## config.mk

```make
export PLATFORM = sky130hd
export DESIGN_NAME = rail_seq_ctrl
export DESIGN_NICKNAME = d
export VERILOG_FILES = /design/src/rtl/rail_seq_ctrl.sv
export SDC_FILE = /design/constraint.sdc
export NUM_CORES = 1
export LEC_CHECK = 0
export ABC_AREA = 1
export BUFFER_PORTS_ARGS = -buffer_cell sky130_fd_sc_hd__buf_2
export CAP_MARGIN = 20
export CORE_MARGIN = 2
export CORE_UTILIZATION = 48
export DETAILED_ROUTE_END_ITERATION = 10
export GPL_TIMING_DRIVEN = 0
export PLACE_DENSITY = 0.8
export SYNTH_ARGS = -nofsm -noshare
export SYNTH_HDL_FRONTEND = slang
export SYNTH_SLANG_ARGS = --single-unit
```

## constraint.sdc

```tcl
create_clock -name clk -period 2.02 [get_ports clk]
set_clock_uncertainty 0.1 [all_clocks]
set_input_delay 0.404 -clock clk [delete_from_list [all_inputs] [get_ports clk]]
set_output_delay 0.404 -clock clk [all_outputs]
set_load 0.02 [all_outputs]
```

## src/rtl/rail_seq_ctrl.sv

```systemverilog
module rail_seq_ctrl #(
  parameter int UP_TIMEOUT = 16,
  parameter int DOWN_DELAY = 8,
  parameter int CODE_W     = 9
) (
  input  logic              clk,
  input  logic              rst_n,
  input  logic              pwr_req,
  input  logic              order_sel,
  input  logic              core_vsel,
  input  logic              main_vsel,
  input  logic              core_pg,
  input  logic              main_pg,
  input  logic              cover_n,
  output logic              core_en,
  output logic              main_en,
  output logic [CODE_W-1:0] core_code,
  output logic [CODE_W-1:0] main_code,
  output logic              ldo_lp,
  output logic              fault,
  output logic [1:0]        status
);
  localparam int MAXC = (UP_TIMEOUT > DOWN_DELAY) ? UP_TIMEOUT : DOWN_DELAY;
  localparam int CW   = $clog2(MAXC + 1);
  localparam logic [CW-1:0] UP_LAST = CW'(UP_TIMEOUT - 1);
  localparam logic [CW-1:0] DN_LAST = CW'(DOWN_DELAY - 1);
  localparam logic [CODE_W-1:0] CORE_LO = CODE_W'(150);
  localparam logic [CODE_W-1:0] CORE_HI = CODE_W'(160);
  localparam logic [CODE_W-1:0] MAIN_LO = CODE_W'(300);
  localparam logic [CODE_W-1:0] MAIN_HI = CODE_W'(330);

  typedef enum logic [1:0] {S_OFF = 2'd0, S_UP = 2'd1, S_BOTH = 2'd2, S_DOWN = 2'd3} st_t;

  st_t         st;
  logic [CW-1:0] cnt;
  logic        ord_q, cv_q, mv_q;

  wire lead_pg  = ord_q ? main_pg : core_pg;
  wire trail_pg = ord_q ? core_pg : main_pg;
  wire one_on   = (st == S_UP) || (st == S_DOWN);

  always_ff @(posedge clk or negedge rst_n) begin
    if (!rst_n) begin
      st     <= S_OFF;
      cnt    <= '0;
      ord_q  <= 1'b0;
      cv_q   <= 1'b0;
      mv_q   <= 1'b0;
      ldo_lp <= 1'b0;
      fault  <= 1'b0;
    end else if (!cover_n) begin
      st     <= S_OFF;
      cnt    <= '0;
      ldo_lp <= 1'b1;
    end else begin
      case (st)
        S_OFF: if (pwr_req) begin
          st     <= S_UP;
          cnt    <= '0;
          ord_q  <= order_sel;
          cv_q   <= core_vsel;
          mv_q   <= main_vsel;
          ldo_lp <= 1'b0;
          fault  <= 1'b0;
        end
        S_UP: begin
          if (!pwr_req) begin
            st  <= S_OFF;
            cnt <= '0;
          end else if (lead_pg) begin
            st  <= S_BOTH;
            cnt <= '0;
          end else if (cnt == UP_LAST) begin
            st    <= S_BOTH;
            cnt   <= '0;
            fault <= 1'b1;
          end else begin
            cnt <= cnt + 1'b1;
          end
        end
        S_BOTH: if (!pwr_req) begin
          st  <= S_DOWN;
          cnt <= '0;
        end
        default: begin
          if (!trail_pg || cnt == DN_LAST) begin
            st  <= S_OFF;
            cnt <= '0;
          end else begin
            cnt <= cnt + 1'b1;
          end
        end
      endcase
    end
  end

  assign core_en   = one_on ? ~ord_q : (st == S_BOTH);
  assign main_en   = one_on ?  ord_q : (st == S_BOTH);
  assign core_code = cv_q ? CORE_HI : CORE_LO;
  assign main_code = mv_q ? MAIN_HI : MAIN_LO;
  assign status    = st;
endmodule

```

* After elaboration in Yosys (flattened, before gate mapping) *
Cells that the tools add are included.

word-level totals
  flip-flop bits (word level) = 12
  bits of input ports = 9
  output and inout bits = 24
  logic and storage cells = 63

operators by class
  add/subtract/negate cells = 1
  eq/ne operators = 15
  multiplexer cells = 29
  bitwise operators = 1
  reductions and logical operators = 10

operators by type and width
  operator             number
  $mux 5               7
  $pmux 5 s3           1
  $mux 2               7
  $mux 1               10
  $ne 2x2->1 const B   4
  $mux 7               1
  $mux 6               1
  $ne 3x3->1 const B   2
  $pmux 2 s3           1
  $reduce_and 6->1     1
  $add 5x1->5 const B  1
  $eq 5x3->1 const B   1
  $eq 5x4->1 const B   1
  $ne 5x1->1 const B   1
  $ne 5x4->1 const B   1
  $eq 2x2->1 const B   2
  $ne 2x1->1 const B   2
  $reduce_and 2->1     2
  $reduce_and 4->1     1
  $reduce_and 3->1     1
  $eq 2x1->1 const B   1
  $logic_not 2->1      1
  $logic_or 1x1->1     2
  $pmux 1 s2           1
  other kinds (3)      3

* Depth between registers and ports, before layout *
  word-level depth = 6
  gate-level depth with buffers = 11
  gate-level depth less buffers = 11

* Least setup slack after synthesis *
No wires, ideal clock.

  path type = register -> register
  start = register cnt[0]
  end = register cnt[0]
  setup time = 0.074 ns
  data arrival time = 1.369 ns
  required time = 1.846 ns
  slack = 0.477 ns
  stages on the path, launching flop included = 12
  path through = dfrtp_1 -> ha_1 -> nand2_1 -> inv_1 -> nand2_1 -> inv_1 -> ha_1 -> inv_1 -> nand3_1 -> o21ai_0 -> nand3_1 -> o21ai_2

between the ends
  cells in the longest elaborated chain, start to end = 6
  elaborated cells between the ends (all ways) = 10
  those cells by class = add/sub (1); eq/ne (2); mux (6); reduce/logical (1)

RTL lines
  item                                       line        text
  start, declared                            35          logic [CW-1:0] cnt;
  start signal, assigned                     78          cnt <= cnt + 1'b1;
  start signal, assigned                     90          cnt <= cnt + 1'b1;
  $add 5x1->5 or $eq 5x4->1 (tied branches)  78, 90, 73
  $mux 5                                     73          end else if (cnt == UP_LAST) begin
  $mux 5                                     70          end else if (lead_pg) begin
  $mux 5                                     67          if (!pwr_req) begin
  $pmux 5 s3 *                               56          case (st)
  $mux 5 *                                   51          end else if (!cover_n) begin

Mark *: on every way between the ends. The rest lies on a longest branch, timed or not.
A chain may end at the register's enable or synchronous reset.

* Worst setup path in the final report *
  start = register st[1] (netlist: status[1])
  end = output main_en

between the ends
  cells in the longest elaborated chain, start to end = 3
  elaborated cells between the ends (all ways) = 5
  those cells by class = eq/ne (3); mux (1); reduce/logical (1)

RTL lines
  item                                      line  text
  start, declared                           34    st_t st;
  start signal, assigned                    44    st <= S_OFF;
  start signal, assigned                    52    st <= S_OFF;
  start signal, assigned                    58    st <= S_UP;
  $eq 2x1->1 or $eq 2x2->1 (tied branches)  40    wire one_on = (st == S_UP) || (st == S_DOWN);
  $logic_or 1x1->1                          40
  $mux 1 *                                  98    assign main_en = one_on ? ord_q : (st == S_BOTH);
  end, declared                             16    output logic main_en,

Marked as above.

==> out/results.ini <==
[run_status]
status=completed

[hold_path]
hold_path_depth=3
min_from=order_sel
hold_class=input port to flop

[clocking]
clock_latency_ns=0.28
ctsResizeCount=0
clockRootBuffer=clkbuf_4
cts_sinks=12
clk_pin_slew_ns=0.09
cts_inserted_buffers=3
clockBufferDepth=2
htree_num_levels=1
cts_tree=built

[timing]
finalMaxSlewViolations=0
finalHoldViolations=0
fin_crit_ns=1.76
setup_ws_ns=0.256
setup_viol=0
max_freq_ghz=0.567
finalSetupTns_ns=0
rsz0062_at_grt=no
min_period_over_period=0.873

[global_routing]
grt_pass1_vias=680
grt_pass1_wl_um=2700
antenna_found_initial=0
gr-total-overflow=0
grt_max_degree=13
grt_usage=0.177

[logic_synthesis]
synth.top_cell.area_share=0.338
synth_area_um2=890
netlist_instances=123
ys_types=24
synth_edf_count=0
synth_area_leaders=dfrtp_1, buf_4, nand2_1
synth_ff_type=dfrtp_1
ys_ff_latch=12
yosysTopAreaCell=dfrtp_1
ys_top_cells_by_count=nand2_1, inv_1, buf_4
yosysMostFrequentCell=nand2_1
ys_seq_area_frac=0.338
syn_area_per_cell_um2=7.23
yosys_warnings=0
synthArstFlopShare=1.00

[power]
pwr_density_cell_nw_per_um2=839
power_leakage_nw=0.651
ir_worst_vdd_mv=0.445

[placed_design]
gp_congestion=0.900
post-place-ws_ns=0.313
dp_hpwl_um=1390
io_buffers=21

[detailed_routing]
drt_iter0_drc=15
drcViolationCount=0
routed_wl_um=1730
num_vias=819
wl_per_cell_um=9.52
routed_via_density=4.50
postRouteAntennaNets=0
drtPass1Iterations=4

[flow_run]
maxCapViolCount=0

[worst_setup_path]
worstPathArrival_ns=1.26
timing.rr.start=cnt[0]
reg2regPathDepth=11
critPathLaunch=status[1]
worstPathRequired_ns=1.52
reg2reg_slack_ns=0.26
endpoint_kind=output pin
timing_worst_setup_path_type=flop to output pin
start_kind=flop
crit_fanout=5

[layout]
syn_to_final_growth_pct=23.9
drive_above_1_share=0.325
n_antenna_cell=0
nets=170

[die]
die_h_um=47.1
core_um2=1730
dieArea_um2=2210
rows=15
pin_count=33
fp.dieW_um=47.1
initial_core_util=0.515

==> flip-flops by register name, summed over array words and instances (netlist names) <==
signal and cells:
fault 1, cv_q 1, status 2, ldo_lp 1, cnt 5, ord_q 1
mv_q 1
==> logic make-up (layout without fill, tap and decap cells) <==
family          Yosys count  in the layout  synth area share
simple gates             54             54             0.271
flops                    12             12             0.338
buf+inv                  36             62             0.231
compound gates           16             16             0.110
fa+ha+maj                 3              3            0.0422
other cells               2             10           0.00844
==> power by group <==
part | internal (mW) | leakage (nW) | switching [mW]
Clock | 0.110 | 0.0210 | 0.0871
Sequential | 0.273 | 0.157 | 0.0294
Combinational | 0.164 | 0.473 | 0.262
==> layout make-up <==
| type | instances | area [um2] |
|---|---|---|
| tap | 25 | 31.3 |
| clock buffer | 4 | 36.3 |
| fill | 165 | 624 |
| inverter | 19 | 73.8 |
| timing repair buffer | 22 | 115 |
| buffer | 17 | 131 |
| multi-input combinational | 83 | 414 |
| sequential | 12 | 300 |
==> path summary, 6_finish.rpt <==
check / endpoint
setup / recovery: main_en
hold / removal: ord_q
hold reg to reg: fault
max in group asynchronous: cnt[0]
min in group asynchronous: ord_q
setup reg to reg: cnt[0]
==> placed cells by master (no fill, tap or decap), types with 3 or more instances in the layout <==
master,n
nor2_1,10
ha_1,3
nand2_1,29
dfrtp_1,12
o21ai_0,6
a21oi_1,4
clkbuf_4,3
buf_2,21
conb_1,10
inv_1,17
nand4_1,5
nand3_1,6
buf_4,16
==> repair_timing <==
| item | CTS | global route |
|---|---|---|
| setup buffers | 0 | 0 |
| endpoints found under the hold margin | 12 | 0 |
| hold buffers | 1 | 0 |
==> metal layers <==
metal | share of wire | global-route usage | up-vias
li1 | - | - | 427
met1 | 0.46 | 0.209 | 357
met2 | 0.45 | 0.301 | 30
met3 | 0.070 | 0.0346 | 5
met4 | 0.018 | 0.100 | 0
met5 | 0 | 0 | -
==> metrics by stage <==
step / hold WS, ns / area [um2] / std cells / total power [mW] / util
after floorplan: 0.00841 / 920 / 131 / 0.619 / -
after global placement: 0.198 / 1060 / 177 / 0.723 / 0.612
after detailed placement: 0.200 / 1060 / 177 / 0.734 / 0.612
after CTS: 0.239 / 1100 / 182 / 0.930 / 0.638
after global routing: 0.232 / 1100 / 182 / 0.990 / 0.638
final: 0.234 / 1100 / 182 / 0.925 / 0.638
==> worst max-delay path: stages, from the launching register on <==
cell and delay, ns:
dfrtp_1 0.42, inv_1 0.07, nor2_1 0.17, o21bai_1 0.14, buf_2 0.17
(Power assumes the default switching activity.)
